File: config.mk
export PLATFORM = sky130hd
export DESIGN_NAME = gyro_regbank
export DESIGN_NICKNAME = d
export VERILOG_FILES = /design/src/rtl/gyro_regs_pkg.sv /design/src/rtl/gyro_burst_ptr.sv /design/src/rtl/gyro_pin_sync.sv /design/src/rtl/gyro_sample_shadow.sv /design/src/rtl/gyro_regbank.sv
export SDC_FILE = /design/constraint.sdc
export NUM_CORES = 1
export LEC_CHECK = 0
export ABC_AREA = 1
export BUFFER_PORTS_ARGS = -buffer_cell sky130_fd_sc_hd__buf_2
export CORE_MARGIN = 1.5
export CORE_UTILIZATION = 40
export DETAILED_ROUTE_END_ITERATION = 7
export HOLD_SLACK_MARGIN = 0.05
export PLACE_DENSITY_LB_ADDON = 0.25
export SYNTH_ARGS = -nofsm -noshare
export SYNTH_HDL_FRONTEND = slang
export SYNTH_SLANG_ARGS = --single-unit
File: constraint.sdc
create_clock -name clk -period 8.3 [get_ports clk]
set_clock_uncertainty 0.2 [all_clocks]
set_input_delay 0.83 -clock clk [delete_from_list [all_inputs] [get_ports clk]]
set_output_delay 0.83 -clock clk [all_outputs]
set_load 0.01 [all_outputs]
File: src/rtl/gyro_regs_pkg.sv
package gyro_regs_pkg;

    localparam int DW = 8;

    localparam logic [7:0] A_STATUS = 8'h00;
    localparam logic [7:0] A_FIRST  = 8'h01;
    localparam logic [7:0] A_IDENT  = 8'h0C;
    localparam logic [7:0] A_CTRL0  = 8'h0D;
    localparam logic [7:0] A_CTRL1  = 8'h13;
    localparam logic [7:0] A_CTRL3  = 8'h15;
    localparam logic [7:0] ID_VALUE = 8'hD6;

    typedef struct packed {
        logic [1:0] bw;
        logic       spiw;
        logic [1:0] aux;
        logic       hpf;
        logic [1:0] fs;
    } ctrl0_t;

    typedef struct packed {
        logic       wrap1;
        logic       extc;
        logic       dbl;
    } ctrl3_t;

    // Next pointer after an access at address a; last is the final data address
    function automatic logic [7:0] ptr_next(logic [7:0] a, logic is_read,
                                            logic wrap1, logic [7:0] last);
        if (is_read && a == last)
            return wrap1 ? A_FIRST : A_STATUS;
        return a + 8'd1;
    endfunction

    function automatic logic addr_known(logic [7:0] a, logic [7:0] last);
        return (a <= last) || a == A_IDENT || a == A_CTRL0 ||
               a == A_CTRL1 || a == A_CTRL3;
    endfunction

endpackage

File: src/rtl/gyro_burst_ptr.sv
module gyro_burst_ptr
    import gyro_regs_pkg::*;
#(
    parameter int LAST = 6
) (
    input  logic       clk,
    input  logic       rst,
    input  logic       en,
    input  logic       we,
    input  logic       start,
    input  logic [7:0] addr,
    input  logic       wrap1,
    output logic [7:0] eff_addr,
    output logic [7:0] ptr_q
);
    localparam logic [7:0] LAST_A = 8'(LAST);

    assign eff_addr = start ? addr : ptr_q;

    always_ff @(posedge clk) begin
        if (rst)
            ptr_q <= A_STATUS;
        else if (en)
            ptr_q <= ptr_next(eff_addr, !we, wrap1, LAST_A);
    end
endmodule

File: src/rtl/gyro_pin_sync.sv
module gyro_pin_sync #(
    parameter int STAGES = 2
) (
    input  logic clk,
    input  logic rst,
    input  logic d,
    output logic q
);
    generate
        if (STAGES <= 1) begin : g_one
            always_ff @(posedge clk) begin
                if (rst) q <= 1'b0;
                else     q <= d;
            end
        end else begin : g_chain
            logic [STAGES-1:0] chain;
            always_ff @(posedge clk) begin
                if (rst) chain <= '0;
                else     chain <= {chain[STAGES-2:0], d};
            end
            assign q = chain[STAGES-1];
        end
    endgenerate
endmodule

File: src/rtl/gyro_sample_shadow.sv
module gyro_sample_shadow #(
    parameter int NUM_AXES = 3,
    parameter int AXIS_W   = 16
) (
    input  logic                       clk,
    input  logic                       rst,
    input  logic                       capture,
    input  logic [NUM_AXES*AXIS_W-1:0] live,
    output logic [NUM_AXES*AXIS_W-1:0] held
);
    genvar g;
    generate
        for (g = 0; g < NUM_AXES; g++) begin : g_axis
            always_ff @(posedge clk) begin
                if (rst)
                    held[g*AXIS_W +: AXIS_W] <= '0;
                else if (capture)
                    held[g*AXIS_W +: AXIS_W] <= live[g*AXIS_W +: AXIS_W];
            end
        end
    endgenerate
endmodule

File: src/rtl/gyro_regbank.sv
module gyro_regbank
    import gyro_regs_pkg::*;
#(
    parameter int NUM_AXES    = 3,
    parameter int AXIS_W      = 16,
    parameter int SYNC_STAGES = 2
) (
    input  logic                       clk,
    input  logic                       rst,
    input  logic                       bus_en,
    input  logic                       bus_we,
    input  logic                       bus_start,
    input  logic [7:0]                 bus_addr,
    input  logic [7:0]                 bus_wdata,
    output logic [7:0]                 bus_rdata,
    input  logic [7:0]                 stat_in,
    input  logic [NUM_AXES*AXIS_W-1:0] sample_in,
    input  logic                       irq2_req,
    input  logic                       int2_pin_in,
    output logic                       int2_oe,
    output logic                       int2_out,
    output logic [1:0]                 bw_sel,
    output logic                       spi_wire,
    output logic [1:0]                 aux_sel,
    output logic                       hpf_en,
    output logic [1:0]                 fs_sel,
    output logic [2:0]                 odr_sel,
    output logic                       dev_active,
    output logic                       dev_ready,
    output logic                       fsr_dbl
);
    localparam int         FW     = NUM_AXES * AXIS_W;
    localparam int         NB     = FW / DW;
    localparam logic [7:0] LAST_A = 8'(NB);

    logic [7:0]    eff_addr;
    logic [7:0]    ptr_q;
    logic [FW-1:0] shadow;
    logic          sync_lvl;
    ctrl0_t        c0;
    ctrl3_t        c3;
    logic [2:0]    odr_q;
    logic          ready_q;
    logic          active_q;
    logic [7:0]    rd_byte;
    logic          wr_hit;
    logic          rd_hit;

    assign wr_hit = bus_en && bus_we;
    assign rd_hit = bus_en && !bus_we;

    gyro_burst_ptr #(.LAST(NB)) u_ptr (
        .clk(clk), .rst(rst), .en(bus_en), .we(bus_we), .start(bus_start),
        .addr(bus_addr), .wrap1(c3.wrap1), .eff_addr(eff_addr), .ptr_q(ptr_q)
    );

    gyro_sample_shadow #(.NUM_AXES(NUM_AXES), .AXIS_W(AXIS_W)) u_shadow (
        .clk(clk), .rst(rst), .capture(rd_hit && eff_addr == A_FIRST),
        .live(sample_in), .held(shadow)
    );

    gyro_pin_sync #(.STAGES(SYNC_STAGES)) u_sync (
        .clk(clk), .rst(rst), .d(int2_pin_in), .q(sync_lvl)
    );

    // Control registers
    always_ff @(posedge clk) begin
        if (rst) begin
            c0       <= '0;
            c3       <= '0;
            odr_q    <= '0;
            ready_q  <= 1'b0;
            active_q <= 1'b0;
        end else begin
            if (wr_hit && eff_addr == A_CTRL0)
                c0 <= ctrl0_t'(bus_wdata);
            if (wr_hit && eff_addr == A_CTRL3) begin
                c3.wrap1 <= bus_wdata[3];
                c3.extc  <= bus_wdata[2];
                c3.dbl   <= bus_wdata[0];
            end
            if (wr_hit && eff_addr == A_CTRL1) begin
                odr_q   <= bus_wdata[4:2];
                ready_q <= bus_wdata[0];
            end
            if (c3.extc)
                active_q <= sync_lvl;
            else if (wr_hit && eff_addr == A_CTRL1)
                active_q <= bus_wdata[1];
        end
    end

    // Read multiplexer
    always_comb begin
        logic [FW-1:0] src;
        int            idx;
        src     = '0;
        idx     = 0;
        rd_byte = '0;
        if (eff_addr == A_STATUS) begin
            rd_byte = stat_in;
        end else if (eff_addr <= LAST_A) begin
            idx     = int'(eff_addr) - 1;
            src     = (eff_addr == A_FIRST) ? sample_in : shadow;
            src     = src >> (DW * (NB - 1 - idx));
            rd_byte = src[DW-1:0];
        end else begin
            case (eff_addr)
                A_IDENT: rd_byte = ID_VALUE;
                A_CTRL0: rd_byte = c0;
                A_CTRL1: rd_byte = {3'b000, odr_q, active_q, ready_q};
                A_CTRL3: rd_byte = {4'b0000, c3.wrap1, c3.extc, 1'b0, c3.dbl};
                default: rd_byte = '0;
            endcase
        end
    end

    always_ff @(posedge clk) begin
        if (rst)
            bus_rdata <= '0;
        else if (rd_hit)
            bus_rdata <= rd_byte;
    end

    assign int2_oe    = !c3.extc;
    assign int2_out   = c3.extc ? 1'b0 : irq2_req;
    assign bw_sel     = c0.bw;
    assign spi_wire   = c0.spiw;
    assign aux_sel    = c0.aux;
    assign hpf_en     = c0.hpf;
    assign fs_sel     = c0.fs;
    assign odr_sel    = odr_q;
    assign dev_active = active_q;
    assign dev_ready  = ready_q;
    assign fsr_dbl    = c3.dbl;
endmodule

Word-level counts from Yosys, hierarchy flattened
Cells that the tools add are included.
{"block": "totals", "reg_bits": 82, "elab_cells": 53, "in_bits": 79}
{"block": "classes", "order_cmp": 1, "n_eq_ne": 6, "n_addsub": 3, "mux": 14, "reduce_logical": 11, "n_shift": 1}
{"op": "$mux W48", "count": 1}
{"op": "$shr A48 B32 Y8", "count": 1}
{"op": "$mux W8", "count": 5}
{"op": "$pmux W8 S4", "count": 1}
{"op": "$eq A8 B4 Y1 const B", "count": 2}
{"op": "$eq A8 B5 Y1 const B", "count": 2}
{"op": "$sub A4 B9 Y10 const A", "count": 1}
{"op": "$sub A8 B1 Y9 const B", "count": 1}
{"op": "$add A8 B1 Y8 const B", "count": 1}
{"op": "$eq A8 B1 Y1 const B", "count": 1}
{"op": "$eq A8 B3 Y1 const B", "count": 1}
{"op": "$le A8 B3 Y1 const B", "count": 1}
{"op": "$logic_not A8 Y1", "count": 1}
{"op": "$logic_and A1 B1 Y1", "count": 7}
{"op": "$mux W1", "count": 7}
{"op": "$logic_not A1 Y1", "count": 2}
{"op": "$reduce_bool A2 Y1", "count": 1}

Logic depth before layout (Yosys ltp)
Gate-level depths: netlist (run 1).
{"block": "logic_depth", "word_depth": 7, "mapped_depth": 23, "ltp_nobuf": 20}

Hierarchy
Synthesis (run 1) repeated with hierarchy kept, for this count alone.
{"block": "hier_totals", "cells_unflattened": 912, "hier_area_um2": 5485.3}
{"mod": "gyro_regbank", "n_inst": 1, "seq_area_each_um2": 480.5, "area_each_um2": 2720.1, "cells_per_inst": 487}
{"mod": "gyro_sample_shadow", "n_inst": 1, "seq_area_each_um2": 960.9, "area_each_um2": 1976.9, "cells_per_inst": 305}
{"mod": "gyro_burst_ptr", "n_inst": 1, "seq_area_each_um2": 160.2, "area_each_um2": 733.2, "cells_per_inst": 114}
{"mod": "gyro_pin_sync", "n_inst": 1, "seq_area_each_um2": 40.0, "area_each_um2": 55.1, "cells_per_inst": 6}

Worst setup path after synthesis (run 1)
Ideal clock, no wire load.
{"block": "synth_timing", "path_kind": "in2reg", "from": "in bus_start", "to": "reg bus_rdata[3]", "path_stages": 18, "path_buffers": 4, "arrival_time_ns": 3.296, "setup_slack_ns": 4.734, "required_ns": 8.030, "cell_sequence": "inv_2 > buf_6 > nand2_1 > nand2_1 > buf_4 > clkbuf_1 > ha_1 > nand2_1 > and2_1 > ha_1 > buf_1 > nor2_1 > nand2_1 > a21oi_1 > nand2_1 > nand2_1 > nand2_1 > a21oi_2"}
{"block": "synth_between", "elab_chain_cells": 6, "elab_cells_between_ends": 15, "classes_between": "2 x add/sub; 1 x order compare; 5 x eq/ne; 1 x shift; 5 x mux; 1 x reduce/logical"}
{"item": "start, declared", "line_no": "gyro_regbank.sv:12", "text": "input logic bus_start,"}
{"item": "$mux W8 (*)", "line_no": "gyro_burst_ptr.sv:18", "text": "assign eff_addr = start ? addr : ptr_q;"}
{"item": "$sub A8 B1 Y9 / $eq A8 B1 Y1 (equally long branches)", "line_no": "gyro_regbank.sv:103, gyro_regbank.sv:104"}
{"item": "$sub A4 B9 Y10 / $mux W48 (equally long branches)", "line_no": "gyro_regbank.sv:105, gyro_regbank.sv:104"}
{"item": "$shr A48 B32 Y8", "line_no": "gyro_regbank.sv:105", "text": "src = src >> (DW * (NB - 1 - idx));"}
{"item": "$mux W8", "line_no": "gyro_regbank.sv:102", "text": "end else if (eff_addr <= LAST_A) begin"}
{"item": "$mux W8 (*)", "line_no": "gyro_regbank.sv:100", "text": "if (eff_addr == A_STATUS) begin"}
{"item": "end signal, assigned", "line_no": "gyro_regbank.sv:122", "text": "bus_rdata <= rd_byte;"}
{"item": "end, declared", "line_no": "gyro_regbank.sv:15", "text": "output logic [7:0] bus_rdata,"}
Every way passes the cells marked *; elsewhere a longest branch is shown, timed or not.
A chain may end at the register's enable or synchronous reset.

Worst setup path after layout (run 1)
Same ends and word-level chain as after synthesis.

==> results of run 1 <==
final cells by class:
| cell class | instances | area share |
|---|---|---|
| Clock buffer | 12 | 0.0430 |
| Inverter | 121 | 0.0761 |
| Multi-Input combinational cell | 553 | 0.470 |
| Timing Repair Buffer | 108 | 0.0931 |
| Clock inverter | 2 | 0.00629 |
| Sequential cell | 82 | 0.275 |
| Tap cell | 172 | 0.0361 |
sequential cells by signal, summed over array words and instances (netlist names):
name	count
u_shadow.held	48
bus_rdata	8
u_ptr.ptr_q	8
odr_sel	3
aux_sel	2
bw_sel	2
c3	2
fs_sel	2
u_sync.g_chain.chain	2
dev_active	1
dev_ready	1
fsr_dbl	1
hpf_en	1
spi_wire	1
layout by cell type, fill, tap and decap left out:
| cell type | synthesis | final |
|---|---|---|
| a21o_1 | 1 | 1 |
| inv_1 | 113 | 113 |
| nor2_4 | 2 | 2 |
| clkbuf_8 | 0 | 2 |
| nand4_1 | 3 | 3 |
| inv_2 | 4 | 4 |
| nand2_2 | 12 | 13 |
| bufinv_16 | 0 | 1 |
| nand3b_1 | 25 | 25 |
| clkbuf_16 | 0 | 9 |
| o21ai_1 | 11 | 11 |
| nor3_1 | 3 | 3 |
| xor2_1 | 4 | 4 |
| and2_1 | 1 | 1 |
| clkbuf_1 | 19 | 1 |
| nor2_2 | 4 | 4 |
| a211oi_1 | 59 | 59 |
| o22ai_1 | 1 | 1 |
| dfxtp_1 | 82 | 82 |
| buf_2 | 12 | 102 |
| clkinv_1 | 4 | 4 |
| o221ai_1 | 1 | 1 |
| clkinvlp_4 | 0 | 1 |
| nor2_1 | 74 | 74 |
| nand2_1 | 184 | 183 |
| a21oi_2 | 8 | 8 |
| nand3_1 | 90 | 90 |
| nand2_4 | 1 | 1 |
| nand3_2 | 1 | 1 |
| o311ai_0 | 1 | 1 |
| buf_4 | 2 | 6 |
| o21ai_0 | 19 | 19 |
| a21oi_1 | 42 | 42 |
| ha_1 | 6 | 6 |
path summary, 6_finish.rpt:
kind                           startpoint                       to  slack (ps)
setup / recovery                bus_start             bus_rdata[3]        4020
hold reg to reg   u_sync.g_chain.chain[0]  u_sync.g_chain.chain[1]         200
hold / removal    u_sync.g_chain.chain[0]  u_sync.g_chain.chain[1]         200
setup reg to reg           u_ptr.ptr_q[0]             bus_rdata[3]        4580
metal layers:
metal | routed length [µm] | vias to the layer above | global-route usage | part of all wire
met5 | 0 | - | 0 | 0
met4 | 330 | 0 | 0.0862 | 0.023
met3 | 743 | 25 | 0.0358 | 0.051
met2 | 6490 | 145 | 0.338 | 0.44
met1 | 7100 | 2361 | 0.308 | 0.48
li1 | - | 2755 | - | -
logic make-up after synthesis:
group                      Yosys count  synth area share
DFF                                 82             0.319
and+or+nand+nor                    400             0.348
adders and majority gates            6            0.0146
xor gates and xnor gates             4           0.00681
AOI/OAI and AO/OA                  143             0.176
buffers and inverters              165             0.135
metrics by stage:
step	power (mW)	utilization
6_report	0.960	0.475
5_1_grt	0.995	0.475
4_1_cts	0.962	0.475
3_5_place_dp	0.563	0.451
3_3_place_gp	0.564	0.451
2_1_floorplan	0.513	-
cells in the mapped netlist, types with 11 or more instances:
library cell / n
nand2_1: 184
inv_1: 113
nand3_1: 90
dfxtp_1: 82
nor2_1: 74
a211oi_1: 59
a21oi_1: 42
nand3b_1: 25
clkbuf_1: 19
o21ai_0: 19
buf_2: 12
nand2_2: 12
o21ai_1: 11
worst min-delay path: cells and delay by family (launching register included):
kind	cells	cell delay, ps
buf+inv	1	40
simple gates	1	30
flops	1	290
power by group through the flow:
| stage | clock, mW | combinational [mW] | sequential (mW) |
|---|---|---|---|
| global route | 0.422 | 0.173 | 0.401 |
| finish | 0.404 | 0.156 | 0.400 |
| floorplan | 0 | 0.105 | 0.408 |
| detailed placement | 0 | 0.154 | 0.409 |
| CTS | 0.407 | 0.155 | 0.400 |
| global placement | 0 | 0.155 | 0.409 |
==> summary.txt, run 1 <==
Critical path
  • Critical path required time: 8370 ps
  • Peak fanout along the critical path: 64
  • Buffer and inverter count on the worst path: 7
  • Crit path top cell by count: nand2_1
  • Crit path cell chain: buf_2 -> inv_2 -> nand2_1 -> nand2_1 -> buf_4 -> clkinv_1 -> buf_4 -> ha_1 -> inv_1 -> nor2_4 -> nand2_2 -> buf_4 -> a21oi_1 -> o21ai_0 -> nand2_1 -> nand2_1 -> a21oi_1 -> nand2_1 -> nand2_1 -> nand2_1 -> a21oi_2
  • Setup Crit Path Kind: input port to flip-flop
  • Worst setup SP type: input port
  • Slowest stage cell, crit path: nor2_4
  • Crit. End Element: flip-flop
  • Kind of cell adding the most delay to the critical path: buffers and inverters
  • Stages on worst setup path: 21
  • CP arrival: 4350 ps
  • Worst path max stage delay: 590 ps
  • Reg2reg path depth: 20

GRT
  • Global route overflow: 0
  • First-pass GRT wire length: 23300 µm
  • Antenna violations before repair: 0
  • Largest net degree at the start of global routing: 83
  • Vias in the first global route: 4641
  • Tot GR Track Use: 0.220

Synthesis
  • Post-synthesis sequential area ratio: 0.319
  • YS warnings: 0
  • Area of the mapped netlist: 5140 µm²
  • EDFF count, synth: 0
  • Top cell type's share of synthesized area: 0.319
  • Synth cell types: 33
  • Largest cells by area after synthesis: dfxtp_1, nand2_1, nand3_1
  • Syn nets: 885
  • Cells after Synth: 800
  • Asr flop ratio synth: 0
  • Post-synthesis register bit count: 82
  • Leading area contributor after synthesis: dfxtp_1
  • Ys flop type: dfxtp_1
  • Avg Cell Area, Syn: 6.43 µm²

Die
  • IO Count: 103
  • Initial Util: 0.409
  • Chip Width: 116 µm
  • Core ar.: 12600 µm²
  • Die ar.: 13500 µm²
  • Die height: 116 µm
  • Row count: 41

Clock network
  • CTS resizes: 0
  • CTS tree: done
  • Skew-Pair Late Insertion Delay: 340 ps
  • # Post-CTS Setup Buffers: 0
  • Hold_buf cts: 0
  • CTS Sinks: 82
  • Clock Path Buffers: 2
  • H-tree depth: 3
  • Worst-path clk slew: 60 ps
  • CTS buffer count: 9
  • Root buf cell: clkbuf_16

Power and ir drop
  • Cell Int Power: 0.695 mW
  • Power per cell area: 161 nW/µm²
  • Sw Ratio: 0.277
  • Switching power total: 0.266 mW
  • Comb pwr share: 0.162
  • Leakage: 2.79 nW
  • Flop pwr share: 0.417
  • Clk pwr share: 0.421
  • Worst IR Drop VDD: 0.0000887 V

Detailed routing
  • Routed WL per cell: 14.0 µm
  • DR vias/cell: 5.03
  • ANT nets after route: 0
  • Residual DRC: 0
  • Vias: 5286
  • Initial DRC count: 323
  • Drt first pass iters: 5
  • DRT Wirelength: 14700 µm

Timing
  • RSZ-0062 raised after global routing: no
  • Max_slew headroom: 0.361
  • Final period util: 0.516
  • Worst-margin pin slew: 959 ps
  • Final slew viol count: 0
  • Hold slack: 201 ps
  • Post-route minimum period: 4280 ps
  • Post-layout worst setup margin: 4020 ps
  • # setup viols final: 0
  • Final Hold Viols: 0
  • Fmax: 234 MHz
  • Setup total negative slack: 0 ps

Min path
  • Worst Hold Depth: 2
  • Hold/Removal Path Class: flip-flop to flip-flop

Finish
  • Share of layout cells above drive strength 1: 0.175
  • Area of the multi-input gates: 2810 µm²
  • Syn-to-layout area delta: 16.1%
  • Non-filler cells, final: 1050
  • Non-Filler Cell Area, Final: 5970 µm²
  • Fin nets: 960
  • Register area: 1640 µm²
  • Ant diodes: 0
  • Fill count: 1344

Placed design
  • GPL Wtd Cong: 0.853
  • Post-DP HPWL: 10600 µm
  • Area after DPL: 5670 µm²
  • Cells after DPL: 1036
  • Pre-CTS WS: 3720 ps
  • Port bufs: 102

Outcome
  • Outcome: completed

Run
  • Max-cap violations: 0
No activity file was read; power rests on OpenSTA's default activity.
==> run 2: changes to the inputs <==
==> constraint.sdc (replaced) <==
create_clock -name clk -period 3.5 [get_ports clk]
set_clock_uncertainty 0.2 [all_clocks]
set_input_delay 0.35 -clock clk [delete_from_list [all_inputs] [get_ports clk]]
set_output_delay 0.35 -clock clk [all_outputs]
set_load 0.01 [all_outputs]
==> run 2 against run 1 <==
Die area stayed put. Critical path type unchanged. Sequential power up 140%. First-iteration DRC count grew 11%. Hold slack lost 130 ps. Largest cell class unchanged. Clock-buffer cell count down 1. Highest routed layer unchanged.
==> summary.txt, run 2 (synthesis results as in run 1) <==
Power and ir drop
  • Power per cell area: 397 nW/µm² (+150%)
  • Worst IR Drop VDD: 0.000263 V (+200%)
  • Leakage: 2.85 nW (+2.3%)

Timing
  • RSZ-0062 raised after global routing: no
  • Setup total negative slack: 0 ps (unchanged)
  • Hold slack: 69.6 ps (-131 ps)
  • # setup viols final: 0 (unchanged)
  • Post-route minimum period: 2810 ps
  • Fmax: 356 MHz
  • Post-layout worst setup margin: 691 ps (-3330 ps)
  • Final slew viol count: 0 (unchanged)
  • Worst-margin pin slew: 734 ps (-225 ps)
  • Final Hold Viols: 0 (unchanged)
  • Max_slew headroom: 0.511 (+0.150)
  • Final period util: 0.803

Finish
  • Biggest register: u_shadow.held
  • Ant diodes: 0 (unchanged)
  • Commonest non-fill, non-tap cell in the layout: nand2_1
  • Post-layout util: 0.485 (+0.00966)
  • Fin nets: 967 (+0.73%)
  • Register area: 1640 µm² (unchanged)
  • Share of layout cells above drive strength 1: 0.182 (+0.00611)
  • Syn-to-layout area delta: 18.4%
  • Regs by FF count: u_shadow.held (48), bus_rdata (8), u_ptr.ptr_q (8)
  • Non-Filler Cell Area, Final: 6090 µm² (+2.0%)
  • Area of the multi-input gates: 2810 µm² (unchanged)
  • Commonest cells after routing, fill and taps aside: nand2_1, inv_1, buf_2, nand3_1, dfxtp_1
  • Max FFs per register: 48 (unchanged)
  • Fill count: 1361 (+1.3%)

Clock network
  • Worst-path clk slew: 60 ps (about the same)
  • # Post-CTS Setup Buffers: 0 (unchanged)
  • CTS buffer count: 9 (unchanged)
  • Skew-Pair Late Insertion Delay: 340 ps (about the same)
  • Root buf cell: clkbuf_16
  • H-tree depth: 3 (unchanged)
  • Clock Path Buffers: 2 (unchanged)
  • CTS tree: done
  • CTS resizes: 0 (unchanged)
  • CTS Sinks: 82 (unchanged)
  • Hold_buf cts: 1 (+1)

Die
  • IO Count: 103 (unchanged)
  • Row count: 41 (unchanged)
  • Chip Width: 116 µm (unchanged)
  • Initial Util: 0.409 (unchanged)
  • Core ar.: 12600 µm² (unchanged)
  • Die ar.: 13500 µm² (unchanged)
  • Die height: 116 µm (unchanged)

Critical path
  • Crit path top cell by count: nand2_1
  • Crit path cell chain: buf_2 -> inv_2 -> nand2_1 -> nand2_2 -> ha_1 -> inv_1 -> nand2_1 -> and2_1 -> ha_1 -> nor2_1 -> nand2_1 -> a21oi_1 -> nand2_1 -> nand2_1 -> nand2_1 -> a21oi_2
  • Peak fanout along the critical path: 14 (-78%)
  • Worst reg2reg setup slack: 750 ps (-3830 ps)
  • Slowest stage cell, crit path: nor2_1
  • CP arrival: 2880 ps (-1470 ps)
  • Crit. End Element: flip-flop
  • Reg2reg path depth: 15 (-25%)
  • Reg-to-reg critical path endpoint: bus_rdata[0]
  • RR Startpoint: u_ptr.ptr_q[1]
  • Worst setup SP type: input port
  • Critical path required time: 3580 ps (-4790 ps)
  • Setup Crit Path Kind: input port to flip-flop
  • Worst path max stage delay: 410 ps (-180 ps)

Placed design
  • Port bufs: 102 (unchanged)
  • Pre-CTS WS: 384 ps (-3330 ps)
  • GPL Wtd Cong: 0.845 (-0.87%)
  • Post-DP HPWL: 10800 µm (+2.5%)
  • Area after DPL: 5740 µm² (+1.2%)

Detailed routing
  • Initial DRC count: 359 (+11%)
  • Vias: 5325 (+0.74%)
  • ANT nets after route: 0 (unchanged)
  • Drt first pass iters: 5 (unchanged)
  • Residual DRC: 0 (unchanged)
  • DR vias/cell: 5.03 (-0.12%)
  • Routed WL per cell: 13.9 µm (-0.30%)
  • DRT Wirelength: 14700 µm (+0.55%)

Min path
  • Hold Path Origin: bus_wdata[4]
  • Hold/Removal Path Class: input port to flip-flop
  • Worst Hold Depth: 3 (+1)
  • Hold EP: odr_sel[2]

GRT
  • Tot GR Track Use: 0.231 (+0.0117)
  • Global route overflow: 0 (unchanged)
  • Largest net degree at the start of global routing: 39 (-53%)
  • Vias in the first global route: 4814 (+3.7%)
  • First-pass GRT wire length: 24300 µm (+4.0%)
  • Antenna violations before repair: 0 (unchanged)

Run
  • Max-cap violations: 0 (unchanged)

Outcome
  • Outcome: completed
-- run 2: stage by stage --
stage,cells,power [mW]
floorplan,800,1.22
global placement,1042,1.34
detailed placement,1042,1.34
CTS,1059,2.44
global route,1059,2.52
finish,1059,2.42
-- run 2: critical path: cells and delay by family --
kind,cells,cell delay [ps]
and+or+nand+nor,9,1140
buffers and inverters,3,470
adders and majority gates,2,660
AOI/OAI and AO/OA,2,280
-- run 2: worst max path at each step --
stage | startpoint | endpoint | slack [ps]
after floorplan | bus_start | bus_rdata[3] | 410
after global placement | bus_start | bus_rdata[1] | 440
after detailed placement | bus_start | bus_rdata[6] | 380
after CTS | bus_start | bus_rdata[2] | 740
after global routing | bus_start | bus_rdata[2] | 410
final | bus_start | bus_rdata[0] | 690
-- run 2: layer usage --
metal,share of wire,vias up,GRT usage,wire length [µm]
li1,-,2765,-,-
met1,0.47,2388,0.315,7000
met2,0.44,143,0.355,6450
met3,0.050,29,0.0353,736
met4,0.037,0,0.119,552
met5,0,-,0,0
-- run 2: where the power goes --
group	internal [mW]	switching (mW)	total, mW
clock network	0.697	0.396	1.09
registers	0.944	0.00484	0.949
logic	0.125	0.254	0.379
-- run 2: cell type report --
cell class	count	area share
clock buffers	11	0.0382
clock inverters	5	0.0168
inverters	121	0.0746
multi-input cells	553	0.461
flip-flops and latches	82	0.270
well taps	172	0.0353
repair buffers	115	0.104
